<file path="src/rtl/panel_rd_pkg.sv">
// Shared types and decode helpers for the display register read engine.
// Assumes 8-bit command codes and a fixed readable set.
package panel_rd_pkg;

    typedef enum logic [1:0] {
        PH_IDLE = 2'd0,
        PH_CMD  = 2'd1,
        PH_RESP = 2'd2
    } rd_phase_e;

    // True when the code belongs to the readable set.
    function automatic logic code_readable(input logic [7:0] c);
        case (c)
            8'h04, 8'h09, 8'h0A, 8'h0B, 8'h0C, 8'h0D, 8'h0E, 8'h0F,
            8'h2E, 8'h3E, 8'h45, 8'h52, 8'h54, 8'h56, 8'h5F,
            8'hA1, 8'hA8: return 1'b1;
            default:      return 1'b0;
        endcase
    endfunction

    // True for the codes whose reply is preceded by one idle clock.
    function automatic logic code_skewed(input logic [7:0] c);
        return (c == 8'h04) || (c == 8'h09);
    endfunction

endpackage

</file>
<file path="src/rtl/rd_rate_gen.sv">
// Half-period tick generator for the read serial clock.
// Assumes HALF >= 2; the count restarts from zero whenever run is low.
module rd_rate_gen #(
    parameter int HALF = 50
) (
    input  logic clk,
    input  logic rst_n,
    input  logic run,
    output logic tick
);
    localparam int CW = $clog2(HALF) + 1;

    logic [CW-1:0] cnt;

    assign tick = run && (cnt == CW'(HALF - 1));

    // Count system cycles inside one SCLK half period.
    always_ff @(posedge clk) begin
        if (!rst_n || !run) cnt <= '0;
        else if (tick)      cnt <= '0;
        else                cnt <= cnt + 1'b1;
    end

endmodule

</file>
<file path="src/rtl/rd_bit_engine.sv">
// Serial shifter: drives chip select, D/C, SCLK and MOSI, and captures MISO.
// Mode 0 timing: data changes after the falling edge and is sampled on the
// rising edge. Assumes nbytes >= 1 when launch is pulsed while idle.
module rd_bit_engine
    import panel_rd_pkg::*;
#(
    parameter int NB_W = 5
) (
    input  logic            clk,
    input  logic            rst_n,
    input  logic            launch,
    input  logic [7:0]      cmd_in,
    input  logic [NB_W-1:0] nbytes,
    input  logic            tick,
    input  logic            miso,
    output logic            sclk,
    output logic            cs_n,
    output logic            dc,
    output logic            mosi,
    output logic            busy,
    output logic            byte_stb,
    output logic [7:0]      byte_val
);
    localparam int TB_W = NB_W + 4;

    rd_phase_e       phase;
    logic [TB_W-1:0] bitcnt;
    logic [TB_W-1:0] total_bits;
    logic [TB_W-1:0] bit_nxt;
    logic [7:0]      cmd_sr;
    logic [6:0]      rx_sr;

    assign busy    = (phase != PH_IDLE);
    assign bit_nxt = bitcnt + 1'b1;

    // Walk through the command bits, then the reply bits, one SCLK at a time.
    always_ff @(posedge clk) begin
        if (!rst_n) begin
            phase      <= PH_IDLE;
            bitcnt     <= '0;
            total_bits <= '0;
            cmd_sr     <= '0;
            rx_sr      <= '0;
            sclk       <= 1'b0;
            cs_n       <= 1'b1;
            dc         <= 1'b1;
            mosi       <= 1'b0;
            byte_stb   <= 1'b0;
            byte_val   <= '0;
        end else begin
            byte_stb <= 1'b0;
            if (phase == PH_IDLE) begin
                if (launch) begin
                    phase      <= PH_CMD;
                    bitcnt     <= '0;
                    total_bits <= {({1'b0, nbytes} + 1'b1), 3'b000};
                    cmd_sr     <= cmd_in;
                    mosi       <= cmd_in[7];
                    cs_n       <= 1'b0;
                    dc         <= 1'b0;
                end
            end else if (tick) begin
                if (!sclk) begin
                    sclk <= 1'b1;
                    if (phase == PH_RESP) begin
                        rx_sr <= {rx_sr[5:0], miso};
                        if (bitcnt[2:0] == 3'd7) begin
                            byte_stb <= 1'b1;
                            byte_val <= {rx_sr, miso};
                        end
                    end
                end else begin
                    sclk   <= 1'b0;
                    bitcnt <= bit_nxt;
                    if (bit_nxt == total_bits) begin
                        phase <= PH_IDLE;
                        cs_n  <= 1'b1;
                        dc    <= 1'b1;
                        mosi  <= 1'b0;
                    end else if (bit_nxt == TB_W'(8)) begin
                        phase <= PH_RESP;
                        mosi  <= 1'b0;
                    end else if (phase == PH_CMD) begin
                        mosi   <= cmd_sr[6];
                        cmd_sr <= {cmd_sr[6:0], 1'b0};
                    end
                end
            end
        end
    end

    // the line to the panel stays quiet while the reply is clocked in.
    a_r4_mosi_quiet: assert property (@(posedge clk) disable iff (!rst_n)
        (phase == PH_RESP) |-> !mosi);
    // D/C is low whenever the panel is selected.
    a_r3_dc_follows_cs: assert property (@(posedge clk) disable iff (!rst_n)
        !cs_n |-> !dc);
    // no clock pulses while deselected.
    a_r3_idle_sclk_low: assert property (@(posedge clk) disable iff (!rst_n)
        cs_n |-> !sclk);

endmodule

</file>
<file path="src/rtl/rd_realign.sv">
// Output stage: passes reply bytes through, or for skewed codes rebuilds
// each byte from two neighbours. Assumes len_in >= 1 at launch.
module rd_realign #(
    parameter int LEN_W = 4
) (
    input  logic             clk,
    input  logic             rst_n,
    input  logic             launch,
    input  logic             skew_in,
    input  logic [LEN_W-1:0] len_in,
    input  logic             byte_stb,
    input  logic [7:0]       byte_val,
    output logic             rd_valid,
    output logic [7:0]       rd_data,
    output logic             done
);
    localparam int NB_W = LEN_W + 1;

    logic             skew_q;
    logic [LEN_W-1:0] len_q;
    logic [NB_W-1:0]  idx;
    logic [7:0]       prev;

    // Latch the request shape and emit one aligned byte per captured byte.
    always_ff @(posedge clk) begin
        if (!rst_n) begin
            skew_q   <= 1'b0;
            len_q    <= '0;
            idx      <= '0;
            prev     <= '0;
            rd_valid <= 1'b0;
            rd_data  <= '0;
            done     <= 1'b0;
        end else begin
            rd_valid <= 1'b0;
            done     <= 1'b0;
            if (launch) begin
                skew_q <= skew_in;
                len_q  <= len_in;
                idx    <= '0;
            end else if (byte_stb) begin
                idx  <= idx + 1'b1;
                prev <= byte_val;
                if (!skew_q) begin
                    rd_valid <= 1'b1;
                    rd_data  <= byte_val;
                    done     <= ((idx + 1'b1) == {1'b0, len_q});
                end else if (idx != '0) begin
                    rd_valid <= 1'b1;
                    rd_data  <= {prev[6:0], byte_val[7]};
                    done     <= (idx == {1'b0, len_q});
                end
            end
        end
    end

    // the completion marker only rides on a delivered byte.
    a_r9_done_with_byte: assert property (@(posedge clk) disable iff (!rst_n)
        done |-> rd_valid);

endmodule

</file>
<file path="src/rtl/panel_reg_reader.sv">
// Top: validates a read request, derives the reduced read clock and ties the
// shifter to the realignment stage. Assumes start is a one-cycle strobe.
module panel_reg_reader
    import panel_rd_pkg::*;
#(
    parameter int SYS_HZ      = 200_000_000,
    parameter int LINK_MAX_HZ = 10_000_000,
    parameter int RD_MAX_HZ   = 2_000_000,
    parameter int LEN_W       = 4
) (
    input  logic             clk,
    input  logic             rst_n,
    input  logic             start,
    input  logic [7:0]       cmd,
    input  logic [LEN_W-1:0] len,
    output logic             busy,
    output logic             err,
    output logic             sclk,
    output logic             cs_n,
    output logic             dc,
    output logic             mosi,
    input  logic             miso,
    output logic             rd_valid,
    output logic [7:0]       rd_data,
    output logic             done
);
    localparam int NB_W   = LEN_W + 1;
    localparam int RD_HZ  = (LINK_MAX_HZ / 2 < RD_MAX_HZ) ? LINK_MAX_HZ / 2 : RD_MAX_HZ;
    localparam int HALF   = (SYS_HZ + 2 * RD_HZ - 1) / (2 * RD_HZ);
    localparam int AGE_W  = $clog2(HALF + 2) + 1;

    logic            skewed, len_ok, req_ok, launch, tick;
    logic            byte_stb;
    logic [7:0]      byte_val;
    logic [NB_W-1:0] nbytes;

    assign skewed = code_skewed(cmd);
    assign len_ok = skewed ? (len == LEN_W'(3) || len == LEN_W'(4)) : (len != '0);
    assign req_ok = code_readable(cmd) && len_ok;
    assign launch = start && !busy && req_ok;
    assign nbytes = skewed ? ({1'b0, len} + 1'b1) : {1'b0, len};

    // Flag a rejected request for one cycle.
    always_ff @(posedge clk) begin
        if (!rst_n) err <= 1'b0;
        else        err <= start && !busy && !req_ok;
    end

    rd_rate_gen #(.HALF(HALF)) u_rate (
        .clk(clk), .rst_n(rst_n), .run(busy), .tick(tick)
    );

    rd_bit_engine #(.NB_W(NB_W)) u_bits (
        .clk(clk), .rst_n(rst_n), .launch(launch), .cmd_in(cmd),
        .nbytes(nbytes), .tick(tick), .miso(miso), .sclk(sclk),
        .cs_n(cs_n), .dc(dc), .mosi(mosi), .busy(busy),
        .byte_stb(byte_stb), .byte_val(byte_val)
    );

    rd_realign #(.LEN_W(LEN_W)) u_align (
        .clk(clk), .rst_n(rst_n), .launch(launch), .skew_in(skewed),
        .len_in(len), .byte_stb(byte_stb), .byte_val(byte_val),
        .rd_valid(rd_valid), .rd_data(rd_data), .done(done)
    );

    // Checker state: cycles since the last SCLK change or chip-select fall.
    logic             sclk_d, cs_n_d;
    logic [AGE_W-1:0] age;
    always_ff @(posedge clk) begin
        if (!rst_n) begin
            sclk_d <= 1'b0;
            cs_n_d <= 1'b1;
            age    <= '0;
        end else begin
            sclk_d <= sclk;
            cs_n_d <= cs_n;
            if ((sclk != sclk_d) || (cs_n_d && !cs_n)) age <= AGE_W'(1);
            else if (age != '1)                       age <= age + 1'b1;
        end
    end

    // every SCLK level lasts HALF system cycles.
    a_r5_half_period: assert property (@(posedge clk) disable iff (!rst_n)
        (sclk != sclk_d) |-> (age == AGE_W'(HALF)));
    // a rejection never touches the bus.
    a_r1_reject_quiet: assert property (@(posedge clk) disable iff (!rst_n)
        err |-> (cs_n && !sclk));

endmodule

</file>
<file path="config.mk">
export PLATFORM = sky130hd
export DESIGN_NAME = panel_reg_reader
export DESIGN_NICKNAME = d
export VERILOG_FILES = /design/src/rtl/panel_rd_pkg.sv /design/src/rtl/rd_rate_gen.sv /design/src/rtl/rd_bit_engine.sv /design/src/rtl/rd_realign.sv /design/src/rtl/panel_reg_reader.sv
export SDC_FILE = /design/constraint.sdc
export NUM_CORES = 1
export LEC_CHECK = 0
export CORE_UTILIZATION = 56
export DETAILED_ROUTE_END_ITERATION = 7
export PLACE_DENSITY = 0.77
export SYNTH_ARGS = -nofsm -noshare
export SYNTH_HDL_FRONTEND = slang
export SYNTH_SLANG_ARGS = --single-unit
</file>
<file path="constraint.sdc">
create_clock -name clk -period 3.25 [get_ports clk]
set_input_delay 0.65 -clock clk [delete_from_list [all_inputs] [get_ports clk]]
set_output_delay 0.65 -clock clk [all_outputs]
set_load 0.01 [all_outputs]
</file>
==> results.json <==
{
  "antennaDiodeCount": 0,
  "drv_slew": 0,
  "leakage_uw": 0.00180,
  "areaGrowthSynthToFinish_pct": 15.6,
  "start_kind": "primary input",
  "ys_warn_count": 0,
  "hold_path_class": "reg2reg",
  "period_share": 0.872,
  "worst_pin_slew_ns": 0.609,
  "syn_avg_cell_area_um2": 8.57,
  "worstSetupEndpointType": "flip-flop",
  "ys_types": 60,
  "grt_max_degree": 33,
  "fin_ws_ns": 0.416,
  "syn_inst": 465,
  "grt-ovfl-total": 0,
  "die_y_um": 86.3,
  "antenna_found_initial": 0,
  "total_power_uw": 1810,
  "max_freq_mhz": 353,
  "critPathKind": "in2reg",
  "utilization": 0.674,
  "cts_buffer_depth": 2,
  "num-fill-cells": 581,
  "fin_skew_ns": 0.00652,
  "clkSlewWorstSetupHoldPaths_ns": 0.08,
  "synth-seq-cells": 78,
  "layout-drive-gt1-share": 0.0984,
  "cts_tree": "done",
  "clock_latency_ns": 0.35,
  "synth.cell_area_mm2": 0.00398,
  "ant_nets": 0,
  "dieArea_mm2": 0.00746,
  "hold_viol": 0,
  "dp_slack_ns": 0.0970,
  "h-tree-depth": 3,
  "clock-sinks": 78,
  "setup-violations-final": 0,
  "initial_core_util": 0.583,
  "ys.flop_type": "dfxtp_1",
  "io_pins": 32,
  "dp_hpwl_mm": 6.22,
  "yosysTopAreaCell": "dfxtp_1",
  "grt.total_usage": 0.254,
  "worstPathMaxFanout": 9,
  "wl_per_cell_um": 14.6,
  "first_global_vias": 3162,
  "vias_per_cell": 5.75,
  "row_count": 30,
  "vdd_drop_max_v": 0.000350,
  "maxCapViolCount": 0,
  "vias": 3414,
  "placed_area_mm2": 0.00441,
  "ys_seq_area_frac": 0.392,
  "drt_first_pass_iters": 5,
  "async_flop_share": 0,
  "synth_edf_count": 0,
  "final_nets": 518,
  "tns_ns": 0,
  "final_cell_mix": "78 x dfxtp_1, 53 x nand2_1, 49 x nor2_1",
  "synth_fp_nets": 490,
  "postCtsSetupRepairBufs": 0,
  "seq_area_mm2": 0.00156,
  "die_w_um": 86.3,
  "synthTopCellsByArea": "dfxtp_1 39%, mux2i_1 7.5%, nand2_1 5.0%, nor2_1 4.6%, a21oi_1 3.6%",
  "cts_hold_buf": 0,
  "coreArea_mm2": 0.00683,
  "cts_buffers": 9,
  "relSlewSlack": 0.594,
  "mostFrequentLayoutCell": "dfxtp_1",
  "drt_iter0_markers": 226,
  "grt_pass1_wl_mm": 14.9,
  "outcome": "finished clean",
  "synth_top_area_share": 0.392,
  "final_cell_area_mm2": 0.00460,
  "required_ns": 3.50,
  "drc": 0,
  "gp_congestion": 0.879,
  "period_needed_ns": 2.83,
  "critPathArrivalTime_ns": 3.08,
  "io_buffer_count": 31,
  "rsz0062_at_grt": "no",
  "routed_wl_mm": 8.65,
  "powerDensity_mw_per_mm2": 393,
  "ctsResizeCount": 0,
  "multiInputGateArea_mm2": 0.00225,
  "cts_root_buf": "clkbuf_8"
}
==> final timing paths <==
kind,startpoint,endpoint,slack [ns],cells after the start
max,cmd[0],u_bits.bitcnt[4],0.42,10
min,u_bits.cmd_sr[0],u_bits.cmd_sr[0],0.46,2
max reg2reg,u_bits.bitcnt[0],u_bits.cmd_sr[3],0.63,10
min reg2reg,u_bits.cmd_sr[0],u_bits.cmd_sr[0],0.46,2
==> layout make-up <==
type / instances / area share
Timing Repair Buffer: 49 / 0.0967
Multi-Input combinational cell: 346 / 0.488
Inverter: 9 / 0.00734
Tap cell: 96 / 0.0261
Clock inverter: 6 / 0.0152
Clock buffer: 10 / 0.0277
Sequential cell: 78 / 0.339
==> worst max-delay path, cell delays in order <==
cell	delay [ns]
clkdlybuf4s50_1	0.49
buf_4	0.17
and3b_1	0.15
o21ai_0	0.08
a2111oi_0	0.51
buf_4	0.22
o22ai_4	0.10
o21ai_2	0.39
nand2_1	0.09
a31o_1	0.23
==> state kept, by name, indices dropped and copies added, names as in the netlist, 2 cells and up <==
name	flops
u_align.rd_data	8
u_align.len_q	4
u_bits.total_bits	6
u_bits.byte_val	8
u_rate.cnt	7
u_bits.rx_sr	7
u_bits.phase	2
u_bits.cmd_sr	7
u_align.prev	7
u_bits.bitcnt	9
u_align.idx	5
==> power breakdown <==
part           internal (µW)  leakage (µW)  switching [µW]
Sequential               961      0.000629            4.27
Combinational           50.2       0.00108            62.5
Clock                    360     0.0000895             372
Total                   1370       0.00180             439
==> synth_stat cells (3+ instances only) <==
cell type	n
nand4_1	8
and2_1	3
nor2_1	49
o21ai_0	21
a31oi_1	4
and3_1	8
nand2b_1	3
nor2b_1	3
buf_4	3
mux2i_1	30
o21ai_1	5
nor4_1	4
xnor2_1	14
a211oi_1	10
o311a_1	7
ha_1	9
inv_1	8
or3_1	3
clkbuf_1	19
dfxtp_1	78
nor3_1	3
nand2_1	53
buf_2	9
nand3_1	24
xor2_1	15
a21oi_1	29
==> logic make-up after synthesis <==
family / count (synthesis) / share of synthesized area
compound gates: 97 / 0.167
xor+xnor: 30 / 0.0697
fa+ha+maj: 9 / 0.0283
buf+inv: 41 / 0.0443
flops: 78 / 0.392
mux: 32 / 0.0810
simple gates: 178 / 0.218
==> routing by layer <==
layer / GRT usage / part of all wire / wire length (µm) / up-vias
li1: - / - / - / 1704
met1: 0.338 / 0.47 / 4050 / 1615
met2: 0.411 / 0.47 / 4090 / 80
met3: 0.0438 / 0.040 / 346 / 15
met4: 0.100 / 0.020 / 170 / 0
met5: 0 / 0 / 0 / -
==> stage by stage <==
step	hold WS (ns)	instances
floorplan	0.430	465
global placement	0.447	578
detailed placement	0.453	578
finish	0.461	594
CTS	0.464	594
global route	0.486	594
No activity file was read; power rests on OpenSTA's default activity.
